File: src/rtl/tsc_pkg.sv
package tsc_pkg;

  typedef enum logic [1:0] {
    LP_OFF      = 2'b00,
    LP_DELAY    = 2'b01,
    LP_HOLD     = 2'b10,
    LP_HOLD_ALT = 2'b11
  } loss_pol_e;

  // Level the switch takes after a direct clear.
  function automatic logic idle_level(input logic latched, input logic dir_on);
    return latched & ~dir_on;
  endfunction

endpackage

File: src/rtl/tsc_cfg_latch.sv
module tsc_cfg_latch (
  input  logic clk,
  input  logic rst_n,
  input  logic clr_i,
  input  logic latch_en_i,
  input  logic latch_dir_i,
  output logic latched_o,
  output logic dir_on_o
);

  logic latched_q;
  logic dir_q;

  always_ff @(posedge clk or negedge rst_n) begin
    if (!rst_n) begin
      latched_q <= 1'b0;
      dir_q     <= 1'b0;
    end else if (clr_i) begin
      latched_q <= latch_en_i;
      dir_q     <= latch_dir_i;
    end
  end

  assign latched_o = latched_q;
  assign dir_on_o  = dir_q;

  // configuration only moves on a clear
  p_cfg_frozen_r6: assert property (@(posedge clk) disable iff (!rst_n)
    !clr_i |=> $stable({latched_q, dir_q}));

  p_cfg_load_r6: assert property (@(posedge clk) disable iff (!rst_n)
    clr_i |=> (latched_q == $past(latch_en_i)) && (dir_q == $past(latch_dir_i)));

endmodule

File: src/rtl/tsc_loss_timer.sv
module tsc_loss_timer #(
  parameter int DLY_W = 8
) (
  input  logic             clk,
  input  logic             rst_n,
  input  logic             los_i,
  input  logic [DLY_W-1:0] delay_i,
  output logic             expired_o
);

  logic [DLY_W-1:0] cnt_q;
  logic             reached;

  assign reached   = (cnt_q >= delay_i);
  assign expired_o = los_i & reached;

  always_ff @(posedge clk or negedge rst_n) begin
    if (!rst_n)        cnt_q <= '0;
    else if (!los_i)   cnt_q <= '0;
    else if (!reached) cnt_q <= cnt_q + 1'b1;
  end

  // a sample without loss restarts the count
  p_cnt_restart_r9: assert property (@(posedge clk) disable iff (!rst_n)
    !los_i |=> cnt_q == '0);

  // count advances by one per lost sample until the delay is met
  p_cnt_step_r8: assert property (@(posedge clk) disable iff (!rst_n)
    (los_i && cnt_q < delay_i) |=> cnt_q == DLY_W'($past(cnt_q) + 1'b1));

  p_expire_needs_loss_r8: assert property (@(posedge clk) disable iff (!rst_n)
    expired_o |-> los_i);

endmodule

File: src/rtl/tone_switch_ctrl.sv
module tone_switch_ctrl #(
  parameter int DLY_W = 8
) (
  input  logic             clk,
  input  logic             rst_n,
  input  logic             clr_i,
  input  logic             latch_en_i,
  input  logic             latch_dir_i,
  input  logic [1:0]       loss_mode_i,
  input  logic [DLY_W-1:0] delay_i,
  input  logic             tone_i,
  input  logic             los_i,
  output logic             sw_o
);
  import tsc_pkg::*;

  logic      latched;
  logic      dir_on;
  logic      expired;
  logic      sw_q;
  logic      sw_d;
  loss_pol_e pol;

  assign pol = loss_pol_e'(loss_mode_i);

  tsc_cfg_latch u_cfg (
    .clk        (clk),
    .rst_n      (rst_n),
    .clr_i      (clr_i),
    .latch_en_i (latch_en_i),
    .latch_dir_i(latch_dir_i),
    .latched_o  (latched),
    .dir_on_o   (dir_on)
  );

  tsc_loss_timer #(.DLY_W(DLY_W)) u_timer (
    .clk      (clk),
    .rst_n    (rst_n),
    .los_i    (los_i),
    .delay_i  (delay_i),
    .expired_o(expired)
  );

  // Priority: clear, then loss policy, then tone handling.
  always_comb begin
    sw_d = sw_q;
    if (clr_i) begin
      sw_d = idle_level(latch_en_i, latch_dir_i);
    end else if (los_i) begin
      unique case (pol)
        LP_OFF:   sw_d = 1'b0;
        LP_DELAY: sw_d = expired ? 1'b0 : sw_q;
        default:  sw_d = sw_q;
      endcase
    end else if (!latched) begin
      sw_d = tone_i;
    end else if (dir_on) begin
      sw_d = sw_q | tone_i;
    end else begin
      sw_d = sw_q & ~tone_i;
    end
  end

  always_ff @(posedge clk or negedge rst_n) begin
    if (!rst_n) sw_q <= 1'b0;
    else        sw_q <= sw_d;
  end

  assign sw_o = sw_q;

  // output is low during reset
  always_comb begin
    if (!rst_n) p_reset_low_r1: assert (sw_q == 1'b0);
  end

  p_clr_idle_r5: assert property (@(posedge clk) disable iff (!rst_n)
    clr_i |=> sw_q == idle_level($past(latch_en_i), $past(latch_dir_i)));

  p_follow_r2: assert property (@(posedge clk) disable iff (!rst_n)
    (!clr_i && !los_i && !latched) |=> sw_q == $past(tone_i));

  p_latch_on_keep_r3: assert property (@(posedge clk) disable iff (!rst_n)
    (!clr_i && !los_i && latched && dir_on && (sw_q || tone_i)) |=> sw_q);

  p_latch_off_keep_r4: assert property (@(posedge clk) disable iff (!rst_n)
    (!clr_i && !los_i && latched && !dir_on && (!sw_q || tone_i)) |=> !sw_q);

  p_failsafe_r7: assert property (@(posedge clk) disable iff (!rst_n)
    (!clr_i && los_i && loss_mode_i == 2'b00) |=> !sw_q);

  p_delay_hold_r8: assert property (@(posedge clk) disable iff (!rst_n)
    (!clr_i && los_i && loss_mode_i == 2'b01 && !expired) |=> $stable(sw_q));

  p_delay_off_r8: assert property (@(posedge clk) disable iff (!rst_n)
    (!clr_i && los_i && loss_mode_i == 2'b01 && expired) |=> !sw_q);

  p_hold_r10: assert property (@(posedge clk) disable iff (!rst_n)
    (!clr_i && los_i && loss_mode_i[1]) |=> $stable(sw_q));

endmodule

File: config.mk
export PLATFORM = sky130hd
export DESIGN_NAME = tone_switch_ctrl
export DESIGN_NICKNAME = d
export VERILOG_FILES = /design/src/rtl/tsc_pkg.sv /design/src/rtl/tsc_cfg_latch.sv /design/src/rtl/tsc_loss_timer.sv /design/src/rtl/tone_switch_ctrl.sv
export SDC_FILE = /design/constraint.sdc
export NUM_CORES = 1
export LEC_CHECK = 0
export ABC_AREA = 1
export BUFFER_PORTS_ARGS = -buffer_cell sky130_fd_sc_hd__buf_2
export CORE_UTILIZATION = 50
export CTS_CLUSTER_SIZE = 40
export DETAILED_ROUTE_END_ITERATION = 16
export GPL_TIMING_DRIVEN = 0
export PLACE_DENSITY = 0.69
export SYNTH_ARGS = -nofsm -noshare
export SYNTH_HDL_FRONTEND = slang
export SYNTH_HIERARCHICAL = 1
export SYNTH_SLANG_ARGS = --single-unit
File: constraint.sdc
create_clock -name clk -period 4.9 [get_ports clk]
set_input_delay 0.735 -clock clk [delete_from_list [all_inputs] [get_ports clk]]
set_output_delay 0.735 -clock clk [all_outputs]
set_load 0.005 [all_outputs]
== Word-level counts from Yosys, hierarchy flattened ==
Index checks and enable logic that the tools add are counted.
Operators by class
  bitwise operators: 6
  equality and inequality tests: 4
  reduce and logical (&&, ||, !) cells: 2
  add/subtract/negate cells: 1
  order comparisons: 1
  muxes and demuxes: 8
Operators by type and width (number)
  two-way mux 8 bit: 2
  adder 8 x 1 -> 8 bit, second input constant: 1
  >= comparator 8 bit: 1
  two-way mux 1 bit: 5
  != test 4 x 2 -> 1 bit, second input constant: 1
  != test 4 bit, second input constant: 1
  AND 1 bit: 3
  equality test 2 x 1 -> 1 bit, second input constant: 1
  logical NOT 2 bit: 1
  != test 2 bit, second input constant: 1
  inverter 1 bit: 2
  case mux 1 bit (2 select lines): 1
  AND reduction 2 bit: 1
  bitwise OR 1 bit: 1
Storage, ports and cells
  register bits after elaboration: 11
  input port bits: 17
  output and inout port bits: 1

== Depth between registers and ports, before layout ==
Gate-level depths: netlist of the first run.
  depth in word-level cells: 6
  gate-level depth with buffers: 18
  depth with buffers taken out: 18

== By module ==
The synthesis of the first run kept the hierarchy.
By module, submodules not included
  tsc_loss_timer: instances 1, cells an instance 111, seq. area each 200.2 µm², area an instance 755.7 µm²
  tone_switch_ctrl: instances 1, cells an instance 18, seq. area each 25.0 µm², area an instance 97.6 µm²
  tsc_cfg_latch: instances 1, cells an instance 9, seq. area each 50.0 µm², area an instance 76.3 µm²

== Worst setup path before layout of the first run ==
Ideal clock, no wire load.
  path kind: input to register
  from: input port delay_i[7]
  to: register sw_q, in the netlist sw_o
  library setup time: 65 ps
  data required time: 4835 ps
  setup slack: 2847 ps
  arrival: 1988 ps
  cell stages on the path: 14
  cell sequence: inv_1 -> ha_1 -> a21o_1 -> nor2_4 -> nand3_4 -> nand2_1 -> inv_1 -> inv_1 -> nand2_1 -> nand2_1 -> nand3_1 -> nand2_1 -> nand2_1 -> nand2_1
Between the ends
  cells in the longest elaborated chain, start to end: 4
RTL lines
  from (decl): line tone_switch_ctrl.sv:10  | input logic [DLY_W-1:0] delay_i,
  >= comparator 8 bit: line tsc_loss_timer.sv:14  | assign reached = (cnt_q >= delay_i);
  AND 1 bit: line tsc_loss_timer.sv:15  | assign expired_o = los_i & reached;
  via expired: line tone_switch_ctrl.sv:19  | logic expired;
  != test 4 bit (no source line)
  AND reduction 2 bit (no source line)
  to (signal assigned): line tone_switch_ctrl.sv:66  | else sw_q <= sw_d;
  to (decl): line tone_switch_ctrl.sv:20  | logic sw_q;
The timed path passes the listed nets, and every way through them passes these cells.
A chain may end at the register's enable or synchronous reset.

== Final worst setup path of the first run ==
Ends and elaborated chain as after synthesis.

==> qor.csv, run 1 <==
metric,value,unit
Setup crit start kind,input port,
Final nets,186,
syn nets,164,
first-pass GRT wire length,3132,um
Die Ht,45.12,um
final setup violating endpoints,0,
Sw Pwr,0.00006143,W
Final Hold Fails,0,
metal2 WL,857,um
status,"complete, no violations",
met3 WL,64,um
Synth cell types,21,
RSZ-0062 raised after global routing,false,
CTS Hold Buffers Added,0,
IO Pins,18,
relative slew slack,81.84,%
CTS H-tree lvls,1,
top cell type's share of synthesized area,29.61,%
largest net degree at the start of global routing,12,
clk slew on worst S/H paths,80,ps
Switching Fraction,30.13,%
Hold WC Path Type,input port to async pin,
TritonCTS Buffers,3,
Initial Util,53.84,%
clk root buf,clkbuf_4,
average cell area after synthesis,6.737,um^2
worst-skew pair later-pin latency,280,ps
diode count,0,
wire length after detailed routing,1813,um
synth warn,6,
Top Layer Used,met4,
initial antenna violation count,0,
Routed Antenna Nets,0,
total gr overflow,0,
"count leader, synth",nand2_1,
most frequent cells after synthesis,"nand2_1 (47), inv_1 (23), nand3_1 (12), dfrtp_1 (11), ha_1 (9)",
Pint,0.0001424,W
clock sinks,11,
Area Growth Syn to Fin,15.48,%
Worst Path Max Fanout,9,
Post-CTS Resized,0,
clock buffer depth,2,
worst path arrival time,2250,ps
initial drt markers,22,
"EDFF count, synth",0,
fmax,493.2,MHz
hpwl dp,1426,um
Tightest Pin Transition,271.8,ps
Chip Width,45.12,um
Peak VDD IR,0.1304,mV
routed len/inst,9.853,um
post-synthesis sequential area ratio,29.61,%
Finished Core Util,62.17,%
Synth area leaders,"dfrtp_1 (30%), nand2_1 (19%), ha_1 (12%)",
Max-Cap Viols,0,
DRC viols,0,
vias in the first global route,744,
WS Path Type,input port to flip-flop,
postcts setup bufs,0,
Row Count,15,
"Req. time, crit path",5120,ps
TNS Setup,0,ps
port bufs,17,
Crit. End Element,flip-flop,
Inst Count DP,180,
final max-slew violation count,0,
Synth Instances,138,
Worst Skew,4.442,ps
total number of vias,904,
P_leak,0.6869,nW
clock network power share,31.7,%
GR Util All Layers,21.12,%
detail-routed via count per cell,4.913,
prevailing post-synth register cell,dfrtp_1,
Yosys top cell by area,dfrtp_1,
Comb pwr share,19.7,%
die area,2036,um^2
core area,1727,um^2
"flops & latches, synth",11,
CTS tree,built,
Tcrit/Tclk final,41.38,%
GPL Wtd Cong,0.8118,
drt first pass iters,4,
register share of total power,48.7,%
crit path time final,2028,ps
fraction of layout cells with a size suffix above 1,20.75,%
routed length on met1,872,um
fin cells,184,
"FFs w/ async S/R, synth",100.0,%
Power per Cell Area,189.9,nW/um^2
area of the mapped netlist,929.6,um^2
==> layout by cell type (no fill, tap or decap) <==
| cell type | synthesis | layout |
|---|---|---|
| nand2_1 | 47 | 47 |
| inv_1 | 23 | 23 |
| buf_2 | 2 | 19 |
| nand3_1 | 12 | 12 |
| dfrtp_1 | 11 | 11 |
| ha_1 | 9 | 9 |
| nand4_1 | 8 | 8 |
| nor2_1 | 7 | 7 |
| inv_2 | 3 | 3 |
| nor2_2 | 3 | 3 |
| clkbuf_4 | 0 | 3 |
| nand3b_1 | 2 | 2 |
| a21oi_1 | 2 | 2 |
| clkinv_2 | 0 | 1 |
| a21o_1 | 1 | 1 |
| nor2_4 | 1 | 1 |
| nand4_2 | 1 | 1 |
| nand3_4 | 1 | 1 |
| nand2_2 | 1 | 1 |
| o21ai_1 | 1 | 1 |
| xor2_1 | 1 | 1 |
| clkinv_1 | 1 | 1 |
| nor3_1 | 1 | 1 |
==> sequential cells by signal, indices dropped and copies added, names as in the netlist <==
| register | flops |
|---|---|
| u_cfg/dir_on_o | 1 |
| sw_o | 1 |
| u_cfg/latched_o | 1 |
| u_timer/cnt_q | 8 |
==> kinds of logic after synthesis <==
family / after synthesis / share of synthesized area (%)
compound gates: 4 / 2.422
fa+ha+maj: 9 / 12.11
xor+xnor: 1 / 0.9423
flops: 11 / 29.61
buf+inv: 29 / 11.98
simple gates: 84 / 42.93
==> power groups by stage <==
stage / Combinational, W / Sequential [W] / Clock (W)
3_5_place_dp: 0.0000401 / 0.000101 / 0
2_1_floorplan: 0.0000256 / 0.000100 / 0
4_1_cts: 0.0000404 / 0.0000992 / 0.0000677
6_report: 0.0000401 / 0.0000992 / 0.0000646
3_3_place_gp: 0.0000384 / 0.000101 / 0
5_1_grt: 0.0000472 / 0.0000999 / 0.0000703
==> path summary, 6_finish.rpt <==
kind                                     to  slack, ps        startpoint  cells after the start
min reg2reg                  u_cfg/dir_on_o        490    u_cfg/dir_on_o                      2
min in group clk             u_cfg/dir_on_o        490    u_cfg/dir_on_o                      2
max in group asynchronous  u_timer/cnt_q[5]       4380             rst_n                      1
max                                    sw_o       2870        delay_i[7]                     15
max reg2reg                            sw_o       2980  u_timer/cnt_q[5]                     14
min                                    sw_o        310             rst_n                      1
==> final cells by class <==
cell class / instances / area (um^2)
plain buffers: 2 / 10.01
repair buffers: 17 / 85.08
clock inverters: 1 / 5.005
clock buffers: 3 / 22.52
inverters: 27 / 101.3
well taps: 25 / 31.28
multi-input cells: 98 / 543.0
flip-flops and latches: 11 / 275.3
fillers: 178 / 653.1
==> per-stage QoR <==
step | hold WS (ps) | area [um^2] | power (W) | setup slack [ps]
after floorplan | 439.4 | 929.6 | 0.0001257 | 2847
after global placement | 461.3 | 1046 | 0.0001390 | 2613
after detailed placement | 480.3 | 1046 | 0.0001412 | 2575
after CTS | 312.7 | 1074 | 0.0002074 | 2874
after global routing | 324.6 | 1074 | 0.0002174 | 2705
final | 314.6 | 1074 | 0.0002038 | 2872
==> per-layer routing <==
layer  up-vias  GRT usage (%)
li1        476              -
met1       406          26.80
met2        18          35.07
met5         -              0
met3         4          4.800
met4         0          7.273
==> critical path: stages <==
cell and delay [ps]:
buf_2 70, inv_1 30, ha_1 290, a21o_1 210, nor2_4 260, nand3_4 170, nand2_1 90, inv_1 40
inv_1 40, nand2_1 50, nand2_1 60, nand3_1 60, nand2_1 60, nand2_1 40, nand2_1 50
No activity file was read; power rests on OpenSTA's default activity.
==> run 2, diff against run 1 <==
ABC_AREA = 0   (was 1)
CORE_UTILIZATION = 47   (was 50)
PLACE_DENSITY = 0.7   (was 0.69)
clock period = 1.85 ns   (was 4.9 ns; I/O delays follow)
==> run 2 against run 1 <==
Net effect: setup slack worse by 2900 ps; total power rose to 2.7 times the previous value; die area down 8.6%; clock-buffer cell count up 1; highest routed layer unchanged.
==> qor.csv, run 2 <==
metric,value,unit,change
status,"complete, no violations",,
Routed Antenna Nets,0,,unchanged
Synth cell types,25,,+19%
worst flop-to-flop path startpoint,u_timer/cnt_q[2],,
final max-slew violation count,0,,unchanged
clock sinks,11,,unchanged
final setup violating endpoints,0,,unchanged
"count leader, synth",dfrtp_1,,
total gr overflow,0,,unchanged
Peak VDD IR,0.4254,mV,+230%
r2r endpoint,sw_o,,
Setup crit start kind,flip-flop,,
"FFs w/ async S/R, synth",100.0,%,unchanged
worst setup margin,17.61,ps,-2855 ps
Finished Core Util,68.26,%,+6.1 points
prevailing post-synth register cell,dfrtp_1,,
die area,1861,um^2,-8.6%
Power per Cell Area,521.7,nW/um^2,+170%
routed len/inst,13.31,um,+35%
final hold slack,233.9,ps,-80.70 ps
Hold WC Path Type,input port to flip-flop,,
Final nets,145,,-22%
pre-CTS setup slack,-168.1,ps,-2743 ps
port bufs,17,,unchanged
initial antenna violation count,0,,unchanged
Worst Skew,7.339,ps,+2.897 ps
Pwr Total,0.0005490,W,+170%
"Req. time, crit path",2030,ps,-3090 ps
Synth area leaders,"dfrtp_1 (35%), ha_1 (14%), mux2i_1 (6.3%)",,
CTS tree,built,,
fraction of layout cells with a size suffix above 1,37.29,%,+17 points
Filler cells,128,,-28%
Initial Util,51.62,%,-2.2 points
cells on worst reg2reg path,9,,-5
Row Count,14,,-1
largest net degree at the start of global routing,12,,unchanged
drt first pass iters,4,,unchanged
Synth Instances,87,,-37%
IO Pins,18,,unchanged
first-pass GRT wire length,2973,um,-5.1%
"EDFF count, synth",0,,unchanged
syn nets,113,,-31%
clk slew on worst S/H paths,80,ps,about the same
Switching Fraction,27.57,%,-2.6 points
Chip Width,43.15,um,-4.4%
Final Hold Fails,0,,unchanged
worst path arrival time,2020,ps,-230 ps
most frequent cells after synthesis,"dfrtp_1 (11), inv_1 (10), nand2_1 (10), ha_1 (9), nand2b_1 (7)",,
clock buffer depth,2,,unchanged
"flops & latches, synth",11,,unchanged
P_leak,0.5684,nW,-17%
post-synthesis sequential area ratio,34.59,%,+5.0 points
clock network power share,30.6,%,-1.1 points
Yosys top cell by area,dfrtp_1,,
"commonest non-fill, non-tap cell in the layout",buf_2,,
most frequent cells in the layout,"buf_2 (17), dfrtp_1 (11), inv_1 (10)",,
GPL Wtd Cong,0.7205,,-11%
WS Path Type,flip-flop to flip-flop,,
dpl cell area,900.9,um^2,-14%
Finished Cell Area,1052,um^2,-2.0%
Die Ht,43.15,um,-4.4%
synth warn,6,,unchanged
Sw Pwr,0.0001513,W,+150%
detail-routed via count per cell,5.261,,+7.1%
top cell type's share of synthesized area,34.59,%,+5.0 points
clk root buf,clkbuf_4,,
initial drt markers,4,,-82%
Area Growth Syn to Fin,32.23,%,
largest register by flop count,u_timer/cnt_q,,
diode count,0,,unchanged
Comb pwr share,21.9,%,+2.2 points
Worst Path Max Fanout,5,,-4
worst-skew pair later-pin latency,270,ps,about the same
HP Start,latch_dir_i,,
wire length after detailed routing,1783,um,-1.7%
DRC viols,0,,unchanged
TritonCTS Buffers,3,,unchanged
Largest register FFs,8,,unchanged
area of the mapped netlist,795.8,um^2,-14%
fmax,545.7,MHz,
r2r setup slk,20,ps,-2960 ps
CTS H-tree lvls,1,,unchanged
RSZ-0062 raised after global routing,true,,
GR Util All Layers,21.76,%,+0.64 points
vias in the first global route,716,,-3.8%
core area,1541,um^2,-11%
Pint,0.0003976,W,+180%
Hold EP,sw_o,,
Max-Cap Viols,0,,unchanged
hpwl dp,1156,um,-19%
Tcrit/Tclk final,99.05,%,
crit path time final,1832,ps,
Worst Hold Path Cells,2,,
average cell area after synthesis,9.147,um^2,+36%
total number of vias,705,,-22%
Tightest Pin Transition,446.8,ps,+175.0 ps
relative slew slack,70.21,%,-12 points
register share of total power,47.5,%,-1.2 points
Crit. End Element,flip-flop,,
==> run 2: what timing repair did <==
action / 4_1_cts / 5_1_grt
hold buffers: 1 / 0
setup endpoints to repair: 8 / 7
endpoints found under the hold margin: 11 / 0
cloned: 1 / 0
setup buffers: 7 / 1
pin swaps: 4 / 8
resized for setup: 2 / 10
==> run 2: final cells by class <==
type | count | area, um^2 | share of cell area [%]
clock buffers | 4 | 26.28 | 2.497
repair buffers | 27 | 166.4 | 15.81
plain buffers | 2 | 15.01 | 1.427
multi-input cells | 64 | 511.7 | 48.63
flip-flops and latches | 11 | 275.3 | 26.16
inverters | 10 | 37.54 | 3.567
well taps | 16 | 20.02 | 1.902
==> run 2: worst max-delay path by stage <==
stage          endpoint  slack, ps  cells after the start        startpoint
2_1_floorplan      sw_o         30                      9  u_timer/cnt_q[2]
3_3_place_gp       sw_o       -110                      9  u_timer/cnt_q[2]
3_5_place_dp       sw_o       -170                      9  u_timer/cnt_q[2]
4_1_cts            sw_o          7                      9  u_timer/cnt_q[2]
5_1_grt            sw_o        -90                      9  u_timer/cnt_q[2]
6_report           sw_o         20                      9  u_timer/cnt_q[2]
==> run 2: power groups by stage <==
stage	Combinational (W)	Clock, W	Sequential, W
2_1_floorplan	0.0000571	0	0.000266
3_3_place_gp	0.0000896	0	0.000268
3_5_place_dp	0.0000935	0	0.000269
4_1_cts	0.000109	0.000172	0.000262
5_1_grt	0.000135	0.000188	0.000262
6_report	0.000120	0.000168	0.000261
==> run 2: through the flow <==
stage	cells	setup TNS, ps
final	134	0
after global routing	134	-373.3
after CTS	133	0
after detailed placement	120	-486.1
after global placement	120	-220.0
after floorplan	87	0
==> run 2: critical path, cell delays in order (launching register included) <==
cell	delay, ps
dfrtp_1	420
ha_4	230
a211oi_2	200
o21ai_1	100
a211oi_2	280
buf_6	170
nor2_4	30
nor2b_2	110
o221ai_2	100
o211ai_1	100
==> run 2: cells by family after synthesis <==
group | after synthesis | share of synthesized area, %
adder cells (fa/ha/maj) | 9 | 14.15
flip-flops | 11 | 34.59
AO/OA/AOI/OAI | 10 | 10.53
XOR/XNOR | 1 | 1.101
AND/OR/NAND/NOR | 37 | 23.90
multiplexers | 7 | 9.120
buffers and inverters | 12 | 6.604
==> run 2: routing by layer <==
| metal | GRT usage, % | vias to the layer above | routed length, um |
|---|---|---|---|
| met5 | 0 | - | 0 |
| met4 | 6.061 | 0 | 6 |
| met3 | 3.830 | 2 | 56 |
| met2 | 37.61 | 14 | 943 |
| met1 | 27.57 | 327 | 776 |
| li1 | - | 362 | - |
==> run 3, diff against run 2 <==
MAX_ROUTING_LAYER = met4   (was not set)
==> run 3 against run 2 <==
Net effect: sequential cell count unchanged; worst hold slack worse by 3.4 ps; combinational power about the same; critical path depth unchanged; sequential share of layout area unchanged; routed wire length down 2.6%; global-route usage up 0.59 points; clock skew up 0.56 ps.
==> qor.csv, run 3 (synthesis gave the netlist of run 2 again) <==
metric,value,unit,change
status,"complete, no violations",,
relative slew slack,71.27,%,+1.1 points
clock sinks,11,,unchanged
TNS Setup,0,ps,unchanged
Hold EP,sw_o,,
cells on worst reg2reg path,9,,unchanged
final max-slew violation count,0,,unchanged
HP Start,latch_dir_i,,
largest register by flop count,u_timer/cnt_q,,
P_leak,0.5684,nW,unchanged
worst-skew pair later-pin latency,270,ps,about the same
worst flop-to-flop path startpoint,u_timer/cnt_q[2],,
largest net degree at the start of global routing,12,,unchanged
first-pass GRT wire length,2973,um,unchanged
Chip Width,43.15,um,unchanged
Initial Util,51.62,%,unchanged
Sw Pwr,0.0001514,W,about the same
Row Count,14,,unchanged
Area Growth Syn to Fin,32.23,%,unchanged
register share of total power,47.5,%,about the same
core area,1541,um^2,unchanged
Finished Cell Area,1052,um^2,unchanged
GPL Wtd Cong,0.7290,,+1.2%
routed len/inst,12.96,um,-2.6%
IO Pins,18,,unchanged
Max-Cap Viols,0,,unchanged
Tcrit/Tclk final,99.12,%,about the same
initial antenna violation count,0,,unchanged
Setup crit start kind,flip-flop,,
TritonCTS Buffers,3,,unchanged
Hold WC Path Type,input port to flip-flop,,
port bufs,17,,unchanged
r2r endpoint,sw_o,,
clk root buf,clkbuf_4,,
crit path time final,1834,ps,+1.349 ps
initial drt markers,9,,+5
Power per Cell Area,521.8,nW/um^2,about the same
Largest register FFs,8,,unchanged
fraction of layout cells with a size suffix above 1,37.29,%,unchanged
fmax,545.3,MHz,about the same
Inst Count DP,120,,unchanged
clock network power share,30.7,%,about the same
total gr overflow,0,,unchanged
"commonest non-fill, non-tap cell in the layout",buf_2,,
die area,1861,um^2,unchanged
total number of vias,709,,+0.57%
detail-routed via count per cell,5.291,,+0.57%
DRC viols,0,,unchanged
hpwl dp,1156,um,unchanged
Worst Skew,7.895,ps,+0.5553 ps
Tightest Pin Transition,430.9,ps,-15.84 ps
fin cells,134,,unchanged
Final nets,145,,unchanged
most frequent cells in the layout,"buf_2 (17), dfrtp_1 (11), inv_1 (10)",,
Worst Hold Path Cells,2,,unchanged
vias in the first global route,715,,-0.14%
Die Ht,43.15,um,unchanged
WS Path Type,flip-flop to flip-flop,,
Switching Fraction,27.57,%,about the same
clock buffer depth,2,,unchanged
"Req. time, crit path",2040,ps,about the same
Comb pwr share,21.8,%,about the same
Routed Antenna Nets,0,,unchanged
Worst Path Max Fanout,5,,unchanged
Crit. End Element,flip-flop,,
Pint,0.0003977,W,about the same
Filler cells,128,,unchanged
GR Util All Layers,22.35,%,+0.59 points
CTS H-tree lvls,1,,unchanged
worst setup margin,16.27,ps,-1.349 ps
RSZ-0062 raised after global routing,true,,
diode count,0,,unchanged
Peak VDD IR,0.4242,mV,-0.30%
dpl cell area,900.9,um^2,unchanged
Final Hold Fails,0,,unchanged
clk slew on worst S/H paths,80,ps,about the same
CTS tree,built,,
final setup violating endpoints,0,,unchanged
wire length after detailed routing,1737,um,-2.6%
pre-CTS setup slack,-168.1,ps,unchanged
drt first pass iters,4,,unchanged
worst path arrival time,2020,ps,about the same
r2r setup slk,20,ps,about the same
run 3: cell counts in the layout (fill, tap and decap cells not counted):
Identical to the previous run, type by type.
run 3: routing by layer:
layer / routed length (um) / track usage (%)
met4: 18 / 6.061
met5: 0 / -
met1: 752 / 27.57
met2: 923 / 37.61
met3: 42 / 3.830
run 3: final cells by class:
class | instances | area, um^2 | area share, %
Multi-Input combinational cell | 64 | 511.7 | 48.63
Inverter | 10 | 37.54 | 3.567
Timing Repair Buffer | 27 | 166.4 | 15.81
Clock buffer | 4 | 26.28 | 2.497
Buffer | 2 | 15.01 | 1.427
Sequential cell | 11 | 275.3 | 26.16
Tap cell | 16 | 20.02 | 1.902
run 3: power groups by stage:
| stage | clock, W | sequential [W] | combinational [W] |
|---|---|---|---|
| floorplan | 0 | 0.000266 | 0.0000571 |
| global placement | 0 | 0.000268 | 0.0000896 |
| detailed placement | 0 | 0.000269 | 0.0000935 |
| CTS | 0.000172 | 0.000262 | 0.000109 |
| global route | 0.000188 | 0.000262 | 0.000135 |
| finish | 0.000168 | 0.000261 | 0.000120 |
run 3: worst max-delay path, cell delays in order (launching register included):
cell	delay [ps]
dfrtp_1	420
ha_4	230
a211oi_2	200
o21ai_1	100
a211oi_2	280
buf_6	160
nor2_4	30
nor2b_2	110
o221ai_2	100
o211ai_1	100
run 3: worst max path at each step:
stage	from	to	slack, ps
floorplan	u_timer/cnt_q[2]	sw_o	30
CTS	u_timer/cnt_q[2]	sw_o	7
global placement	u_timer/cnt_q[2]	sw_o	-110
global route	u_timer/cnt_q[2]	sw_o	-90
detailed placement	u_timer/cnt_q[2]	sw_o	-170
finish	u_timer/cnt_q[2]	sw_o	20
run 3: repair_timing:
action	4_1_cts	5_1_grt
cloned	1	0
endpoints found under the setup margin	8	7
pin swaps	4	8
setup buffers	7	1
hold endpoints to repair	11	0
resized for setup	2	10
hold buffers	1	0
run 3: per-stage QoR:
stage	hold WS [ps]	total power, W	utilization (%)
CTS	227.7	0.0005426	65.67
finish	230.5	0.0005491	68.26
floorplan	-18.09	0.0003234	-
global placement	158.8	0.0003579	58.44
detailed placement	162.7	0.0003624	58.44
global route	219.5	0.0005855	68.26
